--- src/rtl/upd_coh_pkg.sv ---
package upd_coh_pkg;
   typedef enum logic [1:0] {
      LS_EXCL  = 2'd0,
      LS_SHRD  = 2'd1,
      LS_DIRTY = 2'd2
   } line_st_e;

   typedef enum logic [1:0] {
      BC_IDLE   = 2'd0,
      BC_READ   = 2'd1,
      BC_UPDATE = 2'd2,
      BC_WBACK  = 2'd3
   } bus_cmd_e;
endpackage

--- src/rtl/coh_line_store.sv ---
module coh_line_store
   import upd_coh_pkg::*;
#(
   parameter int LINES = 4,
   parameter int IW    = 2,
   parameter int TAG_W = 6,
   parameter int DW    = 16
) (
   input  logic             clk,
   input  logic             rst_n,
   input  logic [IW-1:0]    a_idx,
   output logic             a_vld,
   output logic [TAG_W-1:0] a_tag,
   output logic [DW-1:0]    a_data,
   output line_st_e         a_st,
   input  logic [IW-1:0]    b_idx,
   output logic             b_vld,
   output logic [TAG_W-1:0] b_tag,
   output logic [DW-1:0]    b_data,
   output line_st_e         b_st,
   input  logic             w_en,
   input  logic [IW-1:0]    w_idx,
   input  logic [TAG_W-1:0] w_tag,
   input  logic [DW-1:0]    w_data,
   input  line_st_e         w_st
);
   logic             vld_q [LINES];
   logic [TAG_W-1:0] tag_q [LINES];
   logic [DW-1:0]    dat_q [LINES];
   line_st_e         st_q  [LINES];

   always_ff @(posedge clk or negedge rst_n) begin
      if (!rst_n) begin
         for (int i = 0; i < LINES; i++) begin
            vld_q[i] <= 1'b0;
            tag_q[i] <= '0;
            dat_q[i] <= '0;
            st_q[i]  <= LS_EXCL;
         end
      end else if (w_en) begin
         vld_q[w_idx] <= 1'b1;
         tag_q[w_idx] <= w_tag;
         dat_q[w_idx] <= w_data;
         st_q[w_idx]  <= w_st;
      end
   end

   assign a_vld  = vld_q[a_idx];
   assign a_tag  = tag_q[a_idx];
   assign a_data = dat_q[a_idx];
   assign a_st   = st_q[a_idx];
   assign b_vld  = vld_q[b_idx];
   assign b_tag  = tag_q[b_idx];
   assign b_data = dat_q[b_idx];
   assign b_st   = st_q[b_idx];
endmodule

--- src/rtl/coh_snoop_unit.sv ---
module coh_snoop_unit
   import upd_coh_pkg::*;
#(
   parameter int TAG_W = 6,
   parameter int DW    = 16
) (
   input  logic             s_valid,
   input  logic [1:0]       s_cmd,
   input  logic [TAG_W-1:0] s_tag,
   input  logic [DW-1:0]    s_data,
   input  logic             l_vld,
   input  logic [TAG_W-1:0] l_tag,
   input  logic [DW-1:0]    l_data,
   input  line_st_e         l_st,
   output logic             shared_o,
   output logic [DW-1:0]    data_o,
   output logic             flush_o,
   output logic             upd_en,
   output logic [DW-1:0]    upd_data,
   output line_st_e         upd_st
);
   logic hit, is_rd, is_up;

   always_comb begin
      hit      = s_valid && l_vld && (l_tag == s_tag);
      is_rd    = (s_cmd == BC_READ);
      is_up    = (s_cmd == BC_UPDATE);
      shared_o = hit && (is_rd || is_up);
      data_o   = (hit && is_rd) ? l_data : '0;
      flush_o  = hit && is_rd && (l_st == LS_DIRTY);
      upd_en   = shared_o;
      upd_data = is_up ? s_data : l_data;
      upd_st   = LS_SHRD;
   end
endmodule

--- src/rtl/coh_req_fsm.sv ---
module coh_req_fsm
   import upd_coh_pkg::*;
#(
   parameter int AW    = 8,
   parameter int IW    = 2,
   parameter int TAG_W = 6,
   parameter int DW    = 16
) (
   input  logic             clk,
   input  logic             rst_n,
   input  logic             cpu_req,
   input  logic             cpu_we,
   input  logic [AW-1:0]    cpu_addr,
   input  logic [DW-1:0]    cpu_wdata,
   output logic             cpu_ready,
   output logic [DW-1:0]    cpu_rdata,
   input  logic             l_vld,
   input  logic [TAG_W-1:0] l_tag,
   input  logic [DW-1:0]    l_data,
   input  line_st_e         l_st,
   output logic             bus_req,
   output bus_cmd_e         bus_cmd,
   output logic [AW-1:0]    bus_addr,
   output logic [DW-1:0]    bus_wdata,
   input  logic             bus_gnt,
   input  logic             bus_done,
   input  logic             bus_shared,
   input  logic [DW-1:0]    bus_rdata,
   output logic             w_en,
   output logic [IW-1:0]    w_idx,
   output logic [TAG_W-1:0] w_tag,
   output logic [DW-1:0]    w_data,
   output line_st_e         w_st
);
   typedef enum logic [2:0] {F_IDLE, F_WBACK, F_FILL, F_UPD, F_RESP} fsm_e;

   fsm_e             st_q, st_d;
   logic [DW-1:0]    rdat_q, rdat_d;
   logic [IW-1:0]    idx;
   logic [TAG_W-1:0] tag;
   logic             hit, xfer;

   assign idx  = cpu_addr[IW-1:0];
   assign tag  = cpu_addr[AW-1:IW];
   assign hit  = l_vld && (l_tag == tag);
   assign xfer = bus_gnt && bus_done;

   always_comb begin
      st_d      = st_q;
      rdat_d    = rdat_q;
      w_en      = 1'b0;
      w_idx     = idx;
      w_tag     = tag;
      w_data    = cpu_wdata;
      w_st      = LS_DIRTY;
      bus_req   = 1'b0;
      bus_cmd   = BC_IDLE;
      bus_addr  = cpu_addr;
      bus_wdata = cpu_wdata;
      case (st_q)
         F_IDLE: begin
            if (cpu_req) begin
               if (hit) begin
                  if (!cpu_we) begin
                     rdat_d = l_data;
                     st_d   = F_RESP;
                  end else if (l_st == LS_SHRD) begin
                     st_d = F_UPD;
                  end else begin
                     w_en = 1'b1;
                     st_d = F_RESP;
                  end
               end else if (l_vld && (l_st == LS_DIRTY)) begin
                  st_d = F_WBACK;
               end else begin
                  st_d = F_FILL;
               end
            end
         end
         F_WBACK: begin
            bus_req   = 1'b1;
            bus_cmd   = BC_WBACK;
            bus_addr  = {l_tag, idx};
            bus_wdata = l_data;
            if (xfer) st_d = F_FILL;
         end
         F_FILL: begin
            bus_req   = 1'b1;
            bus_cmd   = BC_READ;
            bus_wdata = '0;
            if (xfer) begin
               w_en = 1'b1;
               if (!cpu_we) begin
                  w_data = bus_rdata;
                  w_st   = bus_shared ? LS_SHRD : LS_EXCL;
                  rdat_d = bus_rdata;
                  st_d   = F_RESP;
               end else if (bus_shared) begin
                  w_st = LS_SHRD;
                  st_d = F_UPD;
               end else begin
                  w_st = LS_DIRTY;
                  st_d = F_RESP;
               end
            end
         end
         F_UPD: begin
            bus_req = 1'b1;
            bus_cmd = BC_UPDATE;
            if (xfer) begin
               w_en = 1'b1;
               w_st = bus_shared ? LS_SHRD : LS_EXCL;
               st_d = F_RESP;
            end
         end
         F_RESP:  st_d = F_IDLE;
         default: st_d = F_IDLE;
      endcase
   end

   always_ff @(posedge clk or negedge rst_n) begin
      if (!rst_n) begin
         st_q   <= F_IDLE;
         rdat_q <= '0;
      end else begin
         st_q   <= st_d;
         rdat_q <= rdat_d;
      end
   end

   assign cpu_ready = (st_q == F_RESP);
   assign cpu_rdata = rdat_q;
endmodule

--- src/rtl/upd_coh_ctrl.sv ---
module upd_coh_ctrl
   import upd_coh_pkg::*;
#(
   parameter int AW    = 8,
   parameter int DW    = 16,
   parameter int LINES = 4
) (
   input  logic          clk,
   input  logic          rst_n,
   input  logic          cpu_req,
   input  logic          cpu_we,
   input  logic [AW-1:0] cpu_addr,
   input  logic [DW-1:0] cpu_wdata,
   output logic          cpu_ready,
   output logic [DW-1:0] cpu_rdata,
   output logic          bus_req,
   input  logic          bus_gnt,
   input  logic          bus_done,
   output logic [1:0]    bus_cmd,
   output logic [AW-1:0] bus_addr,
   output logic [DW-1:0] bus_wdata,
   input  logic [DW-1:0] bus_rdata,
   input  logic          bus_shared_in,
   input  logic          snp_valid,
   input  logic [1:0]    snp_cmd,
   input  logic [AW-1:0] snp_addr,
   input  logic [DW-1:0] snp_wdata,
   output logic          snp_shared,
   output logic [DW-1:0] snp_rdata,
   output logic          snp_flush
);
   localparam int IW    = (LINES > 1) ? $clog2(LINES) : 1;
   localparam int TAG_W = AW - IW;

   if (LINES < 2 || (LINES & (LINES - 1)) != 0) begin : g_bad_lines
      $error("upd_coh_ctrl: LINES must be a power of two of at least 2");
   end
   if (TAG_W < 1) begin : g_bad_aw
      $error("upd_coh_ctrl: AW must exceed log2(LINES)");
   end
   if (DW < 1) begin : g_bad_dw
      $error("upd_coh_ctrl: DW must be positive");
   end

   logic             a_vld, b_vld;
   logic [TAG_W-1:0] a_tag, b_tag;
   logic [DW-1:0]    a_data, b_data;
   line_st_e         a_st, b_st;

   logic             f_wen;
   logic [IW-1:0]    f_widx;
   logic [TAG_W-1:0] f_wtag;
   logic [DW-1:0]    f_wdata;
   line_st_e         f_wst;
   bus_cmd_e         f_cmd;

   logic             s_upd;
   logic [DW-1:0]    s_data;
   line_st_e         s_st;

   logic             w_en;
   logic [IW-1:0]    w_idx;
   logic [TAG_W-1:0] w_tag;
   logic [DW-1:0]    w_data;
   line_st_e         w_st;

   coh_line_store #(.LINES(LINES), .IW(IW), .TAG_W(TAG_W), .DW(DW)) u_store (
      .clk(clk), .rst_n(rst_n),
      .a_idx(cpu_addr[IW-1:0]), .a_vld(a_vld), .a_tag(a_tag), .a_data(a_data), .a_st(a_st),
      .b_idx(snp_addr[IW-1:0]), .b_vld(b_vld), .b_tag(b_tag), .b_data(b_data), .b_st(b_st),
      .w_en(w_en), .w_idx(w_idx), .w_tag(w_tag), .w_data(w_data), .w_st(w_st)
   );

   coh_req_fsm #(.AW(AW), .IW(IW), .TAG_W(TAG_W), .DW(DW)) u_fsm (
      .clk(clk), .rst_n(rst_n),
      .cpu_req(cpu_req), .cpu_we(cpu_we), .cpu_addr(cpu_addr), .cpu_wdata(cpu_wdata),
      .cpu_ready(cpu_ready), .cpu_rdata(cpu_rdata),
      .l_vld(a_vld), .l_tag(a_tag), .l_data(a_data), .l_st(a_st),
      .bus_req(bus_req), .bus_cmd(f_cmd), .bus_addr(bus_addr), .bus_wdata(bus_wdata),
      .bus_gnt(bus_gnt), .bus_done(bus_done), .bus_shared(bus_shared_in), .bus_rdata(bus_rdata),
      .w_en(f_wen), .w_idx(f_widx), .w_tag(f_wtag), .w_data(f_wdata), .w_st(f_wst)
   );

   coh_snoop_unit #(.TAG_W(TAG_W), .DW(DW)) u_snoop (
      .s_valid(snp_valid), .s_cmd(snp_cmd), .s_tag(snp_addr[AW-1:IW]), .s_data(snp_wdata),
      .l_vld(b_vld), .l_tag(b_tag), .l_data(b_data), .l_st(b_st),
      .shared_o(snp_shared), .data_o(snp_rdata), .flush_o(snp_flush),
      .upd_en(s_upd), .upd_data(s_data), .upd_st(s_st)
   );

   assign bus_cmd = f_cmd;

   always_comb begin
      if (s_upd) begin
         w_en   = 1'b1;
         w_idx  = snp_addr[IW-1:0];
         w_tag  = snp_addr[AW-1:IW];
         w_data = s_data;
         w_st   = s_st;
      end else begin
         w_en   = f_wen;
         w_idx  = f_widx;
         w_tag  = f_wtag;
         w_data = f_wdata;
         w_st   = f_wst;
      end
   end
endmodule

--- config.mk ---
export PLATFORM = sky130hd
export DESIGN_NAME = upd_coh_ctrl
export DESIGN_NICKNAME = d
export VERILOG_FILES = /design/src/rtl/upd_coh_pkg.sv /design/src/rtl/coh_line_store.sv /design/src/rtl/coh_snoop_unit.sv /design/src/rtl/coh_req_fsm.sv /design/src/rtl/upd_coh_ctrl.sv
export SDC_FILE = /design/constraint.sdc
export NUM_CORES = 1
export LEC_CHECK = 0
export ABC_AREA = 1
export ABC_CLOCK_PERIOD_IN_PS = 3800
export CAP_MARGIN = 15
export CORE_ASPECT_RATIO = 0.8
export CORE_MARGIN = 2
export CORE_UTILIZATION = 30
export DETAILED_ROUTE_END_ITERATION = 7
export DONT_BUFFER_PORTS = 1
export HOLD_SLACK_MARGIN = 0.1
export PLACE_DENSITY_LB_ADDON = 0.1
export SLEW_MARGIN = 10
export SYNTH_ARGS = -nofsm -noshare
export SYNTH_HDL_FRONTEND = slang
export SYNTH_SLANG_ARGS = --single-unit
export TNS_END_PERCENT = 1
--- constraint.sdc ---
create_clock -name clk -period 3.8 [get_ports clk]
set_input_delay 1.14 -clock clk [delete_from_list [all_inputs] [get_ports clk]]
set_output_delay 1.14 -clock clk [all_outputs]
set_load 0.01 [all_outputs]
# ---- Word-level counts from Yosys, hierarchy flattened
# Index checks and enable logic that the tools add are counted.
dict set report op_classes {
  order_cmp 4
  n_eq_ne 18
  n_mul 0
  bitwise 4
  shift 0
  reduce_logical 16
  add_sub_neg 0
  muxes 78
  div_mod_pow 0
}
# op count
set ops {}
lappend ops {{two-way mux 16 bit} 16}
lappend ops {{binary-select mux 16 bit (select 2 bit)} 2}
lappend ops {{bitwise mux 64 bit} 1}
lappend ops {{case mux 16 bit (2 select lines)} 2}
lappend ops {{two-way mux 6 bit} 6}
lappend ops {{demux 16 bit (select 2 bit)} 1}
lappend ops {{two-way mux 3 bit} 9}
lappend ops {{binary-select mux 6 bit (select 2 bit)} 2}
lappend ops {{bitwise mux 24 bit} 1}
lappend ops {{two-way mux 2 bit} 12}
lappend ops {{two-way mux 1 bit} 13}
lappend ops {{demux 6 bit (select 2 bit)} 1}
lappend ops {{equality test 6 bit} 2}
lappend ops {{case mux 3 bit (4 select lines)} 1}
lappend ops {{greater-or-equal comparator 3 bit, second input constant} 3}
lappend ops {{logical AND 1 bit} 9}
lappend ops {{NOT 2 -> 3 bit} 3}
lappend ops {{binary-select mux 2 bit (select 2 bit)} 2}
lappend ops {{bitwise mux 8 bit} 1}
lappend ops {{two-way mux 8 bit} 1}
lappend ops {{inequality test 2 x 1 -> 1 bit, second input constant} 4}
lappend ops {{equality test 2 bit, second input constant} 3}
lappend ops {{equality test 3 x 2 -> 1 bit, second input constant} 2}
lappend ops {{inequality test 2 bit, second input constant} 3}
lappend ops {{other kinds (18)} 20}
dict set report totals {
  ram_bits 0
  latch_bits 0
  input_bits 74
  ff_bits 119
  mem_count 0
  rom_bits 0
  output_inout_bits 62
  wordCells 138
}

# ---- Longest topological paths before layout
dict set report logic_depth {
  depth_word 14
  mapped_depth 18
  mapped_depth_nobuf 15
}

# ---- Hierarchy
# Synthesis repeated with hierarchy kept, for this count alone.
dict set report unflattened {
  hier_cells 1441
  area_unflattened_um2 8663.3
}
# module n_inst cells_each seq_area_each_um2 area_each_um2
set modules_own_cells {}
lappend modules_own_cells {coh_line_store 1 916 2502.4 5936.9}
lappend modules_own_cells {coh_req_fsm 1 324 475.5 1819.2}
lappend modules_own_cells {coh_snoop_unit 1 116 0.0 550.5}
lappend modules_own_cells {upd_coh_ctrl 1 85 0.0 356.6}

# ---- Worst setup path before layout
# No wires, ideal clock.
dict set report synth_path {
  path_kind {input -> output}
  start {input port snp_addr[1]}
  end {output port snp_rdata[0]}
  t_required_ps 2660
  cell_stages 12
  arrival_ps 2693
  path_buffers 3
  path_slack_ps -33
  cell_sequence {buf_2 -> inv_2 -> buf_4 -> nand3_1 -> nand2_1 -> nand2_1 -> nor2_1 -> nand3_1 -> nor2_4 -> nand2_1 -> clkbuf_1 -> nor2_1}
}
dict set report synth_via {
  elab_chain_cells 8
  elab_cells_between_ends 15
  cone_classes {1 x eq/ne; 10 x mux; 1 x bitwise; 3 x reduce/logical}
}
# item line_no
set synth_lines {}
lappend synth_lines {{from (decl)} upd_coh_ctrl.sv:26} ;# input logic [AW-1:0] snp_addr,
lappend synth_lines {{NOT 2 -> 3 bit (not written as such) (*)} {coh_line_store.sv:52, coh_line_store.sv:53, coh_line_store.sv:54}}
lappend synth_lines {{binary-select mux 6 bit (select 2 bit) or binary-select mux 1 bit (select 2 bit) (tied branches)} {coh_line_store.sv:53, coh_line_store.sv:52}}
lappend synth_lines {{two-way mux 6 bit (not written as such) or two-way mux 1 bit (tied branches) (2 in series)} {coh_line_store.sv:53, coh_line_store.sv:52}}
lappend synth_lines {{equality test 6 bit or logical AND 1 bit (tied branches)} coh_snoop_unit.sv:25} ;# hit = s_valid && l_vld && (l_tag == s_tag);
lappend synth_lines {{logical AND 1 bit} coh_snoop_unit.sv:25}
lappend synth_lines {{logical AND 1 bit} coh_snoop_unit.sv:29} ;# data_o = (hit && is_rd) ? l_data : '0;
lappend synth_lines {{two-way mux 16 bit (*)} coh_snoop_unit.sv:29}
lappend synth_lines {{to (decl)} upd_coh_ctrl.sv:29} ;# output logic [DW-1:0] snp_rdata,
# Every way passes the cells marked *; elsewhere a longest branch is shown, timed or not. The select of a mux whose other input is x is not followed.

# ---- Final worst setup path
dict set report layout_path {
  start {input port snp_addr[0]}
  end {output port snp_rdata[9]}
}
# Same word-level chain as after synthesis.

==> results.toml <==
[outcome]
run_status = "finished clean"

[logic_synthesis]
synth.distinct_cells = 28
yosys-top-cells-count = "nand2_1, dfrtp_1, nand4_1, o21ai_0, nand3_1"
synth_area_um2 = 8090
ys_seq_area_share_pct = 36.8
synth_top_area_cell = "dfrtp_1"
postSynth.topFlopCell = "dfrtp_1"
synth_edf_count = 0
postSynthNetCount = 1252
synth_seq_cells = 119
synth.top_cells.by_area = "dfrtp_1, nand2_1, nand4_1, o21ai_0, nand3_1"
synth_async_sr_flop_share_pct = 100
ys.warnings.count = 0
post-synth-top-count-cell = "nand2_1"
synth_cells = 1176
proportion_of_netlist_area_held_by_the_largest_area_contributor_pct = 36.8
syn_area_per_cell_um2 = 6.88

[timing]
slew_headroom_pct = 48.1
fin_crit_ns = 3.62
worstMarginPinSlew_ns = 0.776
rsz0062_at_grt = "false"
maxSlewViolCount = 0
min_period_over_period_pct = 95.3
timing.setup.tns_ns = 0
worst_clock_skew_ns = 0.0120
final-hold-violation-count = 0
fmax_mhz = 276
finalSetupViolCount = 0

[power_and_ir_drop]
power.density_nw_per_um2 = 705
power_switching_share_pct = 40.6
share_comb_of_total_power_pct = 35.4
power.internal_uw = 3870
power_leakage_uw = 0.00446
portion_of_total_power_attributed_to_the_clock_network_pct = 27.3
power_switching_uw = 2650
seq_power_share_pct = 37.3
ir_worst_vdd_uv = 368

[detailed_routing]
drt-wirelength-per-cell_um = 20.7
met3RoutedLength_um = 2320
met2_wirelength_um = 12800
drc_errors = 0
finalWirelength_um = 31900
avgViaCountPerCell = 5.35
vias = 8234
drtPass1Iterations = 5
dr.first_iter.drc_count = 849
antenna_violating_nets_left = 0
top_signal_layer_used = "met4"
met1_length_um = 16300

[worst_setup_path]
critical_path.max_fanout = 50
worst_r2r_path_depth = 13
worst-endpoint-arrival_ns = 2.48
crit_path_end_kind = "output port"
critPathRequiredTime_ns = 2.66
timing.setup.critical_path_class = "input port to output port"
timing.critical_path.from_type = "input port"

[hold_path]
hp-class = "input port to asynchronous set/reset pin"

[global_route]
initial_antenna_violation_count = 0
grt_start_max_net_pins = 120
via_count_of_the_first_global_routing_pass = 7753
globalRouteOverflowTotal = 0
grt_pass1_wl_um = 49000
total_routing_usage_reported_by_global_routing_pct = 22.9

[clock_network]
numCtsBuffers = 17
cts_clk_pin_slew_worst_paths_ns = 0.06
cts_tree = "built"
clock_tree.buffer_depth = 2
post_cts_hold_buffer_count = 0
post_cts_resized = 0
clock-sinks = 119
cts.repair_timing.setup_buffer_count = 0
ctsHtreeMaxLevel = 4
clk-insertion-delay-late_ns = 0.43
root_buffer = "clkbuf_16"

[floorplan]
coreArea_um2 = 26400
die_width_um = 188
floorplan.die_area_um2 = 28300
std_cell_rows = 53
starting_utilization_of_the_core_area_pct = 30.6
boundaryPins = 136
fp.dieH_um = 151

[final_layout]
antenna_diode_count = 0
drive_gt1_share_pct = 11.9
design.final.nets = 1246
areaGrowthSynthToFinish_pct = 14.5
layout.cells.non_filler = 1540
postLayoutCoreUtil_pct = 35.1

[placed_design]
numPortBuffers = 0
gp_routability_congestion = 0.832
detailedPlacementHpwl_um = 21200
place_inst = 1508

[run]
drv.max_cap_violation_count = 0
[cells by family after synthesis]
kind of cell	after synthesis	synth area share [%]
AO/OA/AOI/OAI	170	12.3
adder cells (fa/ha/maj)	2	0.309
AND/OR/NAND/NOR	740	40.3
flip-flops	119	36.8
multiplexers	16	2.23
buffers and inverters	129	8.06
[per-layer routing]
layer / track usage (%) / up-vias
li1: - / 3968
met1: 35.1 / 3900
met2: 31.9 / 330
met3: 4.59 / 36
met4: 6.77 / 0
met5: 0 / -
[flip-flops by register name, indices dropped and copies added, names as in the netlist]
register / cells
u_store.st_q: 8
u_fsm.cpu_rdata: 16
u_store.dat_q: 64
u_store.tag_q: 24
u_fsm.st_q: 3
u_store.vld_q: 4
[per-stage QoR]
step | hold WS [ns] | instance area [um2] | total power, uW | worst slack (ns)
finish | 0.399 | 9260 | 6520 | 0.180
floorplan | 0.442 | 8090 | 3980 | -0.0331
global placement | 0.462 | 8620 | 4730 | 0.138
CTS | 0.388 | 9250 | 6530 | 0.0370
global route | 0.387 | 9260 | 7020 | 0.0180
detailed placement | 0.467 | 8620 | 4720 | 0.0509
[layout make-up]
class	count	area (um2)
Sequential cell	119	2980
Multi-Input combinational cell	928	4460
Timing Repair Buffer	69	606
Tap cell	357	447
Fill cell	2926	17100
Clock buffer	20	457
Clock inverter	12	175
Inverter	35	134
[power by group through the flow]
stage / clock [uW] / combinational, uW / sequential [uW]
finish: 1780 / 2310 / 2430
detailed placement: 0 / 2290 / 2430
CTS: 1810 / 2310 / 2410
global route: 1860 / 2650 / 2510
global placement: 0 / 2280 / 2450
floorplan: 0 / 1730 / 2250
[layout by cell type (no fill, tap or decap), types with 2 or more instances in the layout]
cell and instances:
nand2_1 455, dfrtp_1 119, nand4_1 96, o21ai_0 85, nand3_1 84, nor2_1 78, buf_4 62, a21oi_1 40
inv_1 28, clkbuf_16 17, o22a_1 16, a32o_1 16, mux2_2 16, o21ai_1 10, nand3b_1 8, buf_12 7
inv_2 6, nand3_2 6, nand2_2 5, bufinv_16 4, nand3_4 3, clkinvlp_4 3, clkinv_2 3, nor3_1 2
nor2_2 2, ha_1 2, clkbuf_8 2, clkinv_4 2
[critical path, cell delays in order]
cell     delay [ns]
inv_4          0.13
nand2_1        0.07
nand3_1        0.09
nand2_1        0.06
nand2_1        0.07
nand2_1        0.05
nor2_1         0.09
nand2_1        0.09
nor2_4         0.14
nand2_2        0.09
buf_4          0.19
nor2_1         0.12
buf_4          0.14
[worst paths after layout]
kind | startpoint | to | slack, ns
max reg2reg | u_store.tag_q[0]$_DFFE_PN0P_ | u_store.dat_q[46]$_DFFE_PN0P_ | 1.19
min | rst_n | u_store.tag_q[0]$_DFFE_PN0P_ | 0.40
max | snp_addr[0] | snp_rdata[9] | 0.18
min reg2reg | u_store.st_q[2]$_DFFE_PN0P_ | u_store.st_q[2]$_DFFE_PN0P_ | 0.48
max in group asynchronous | rst_n | u_store.dat_q[46]$_DFFE_PN0P_ | 3.20
min in group clk | u_store.st_q[2]$_DFFE_PN0P_ | u_store.st_q[2]$_DFFE_PN0P_ | 0.48
No activity file was read; power rests on OpenSTA's default activity.
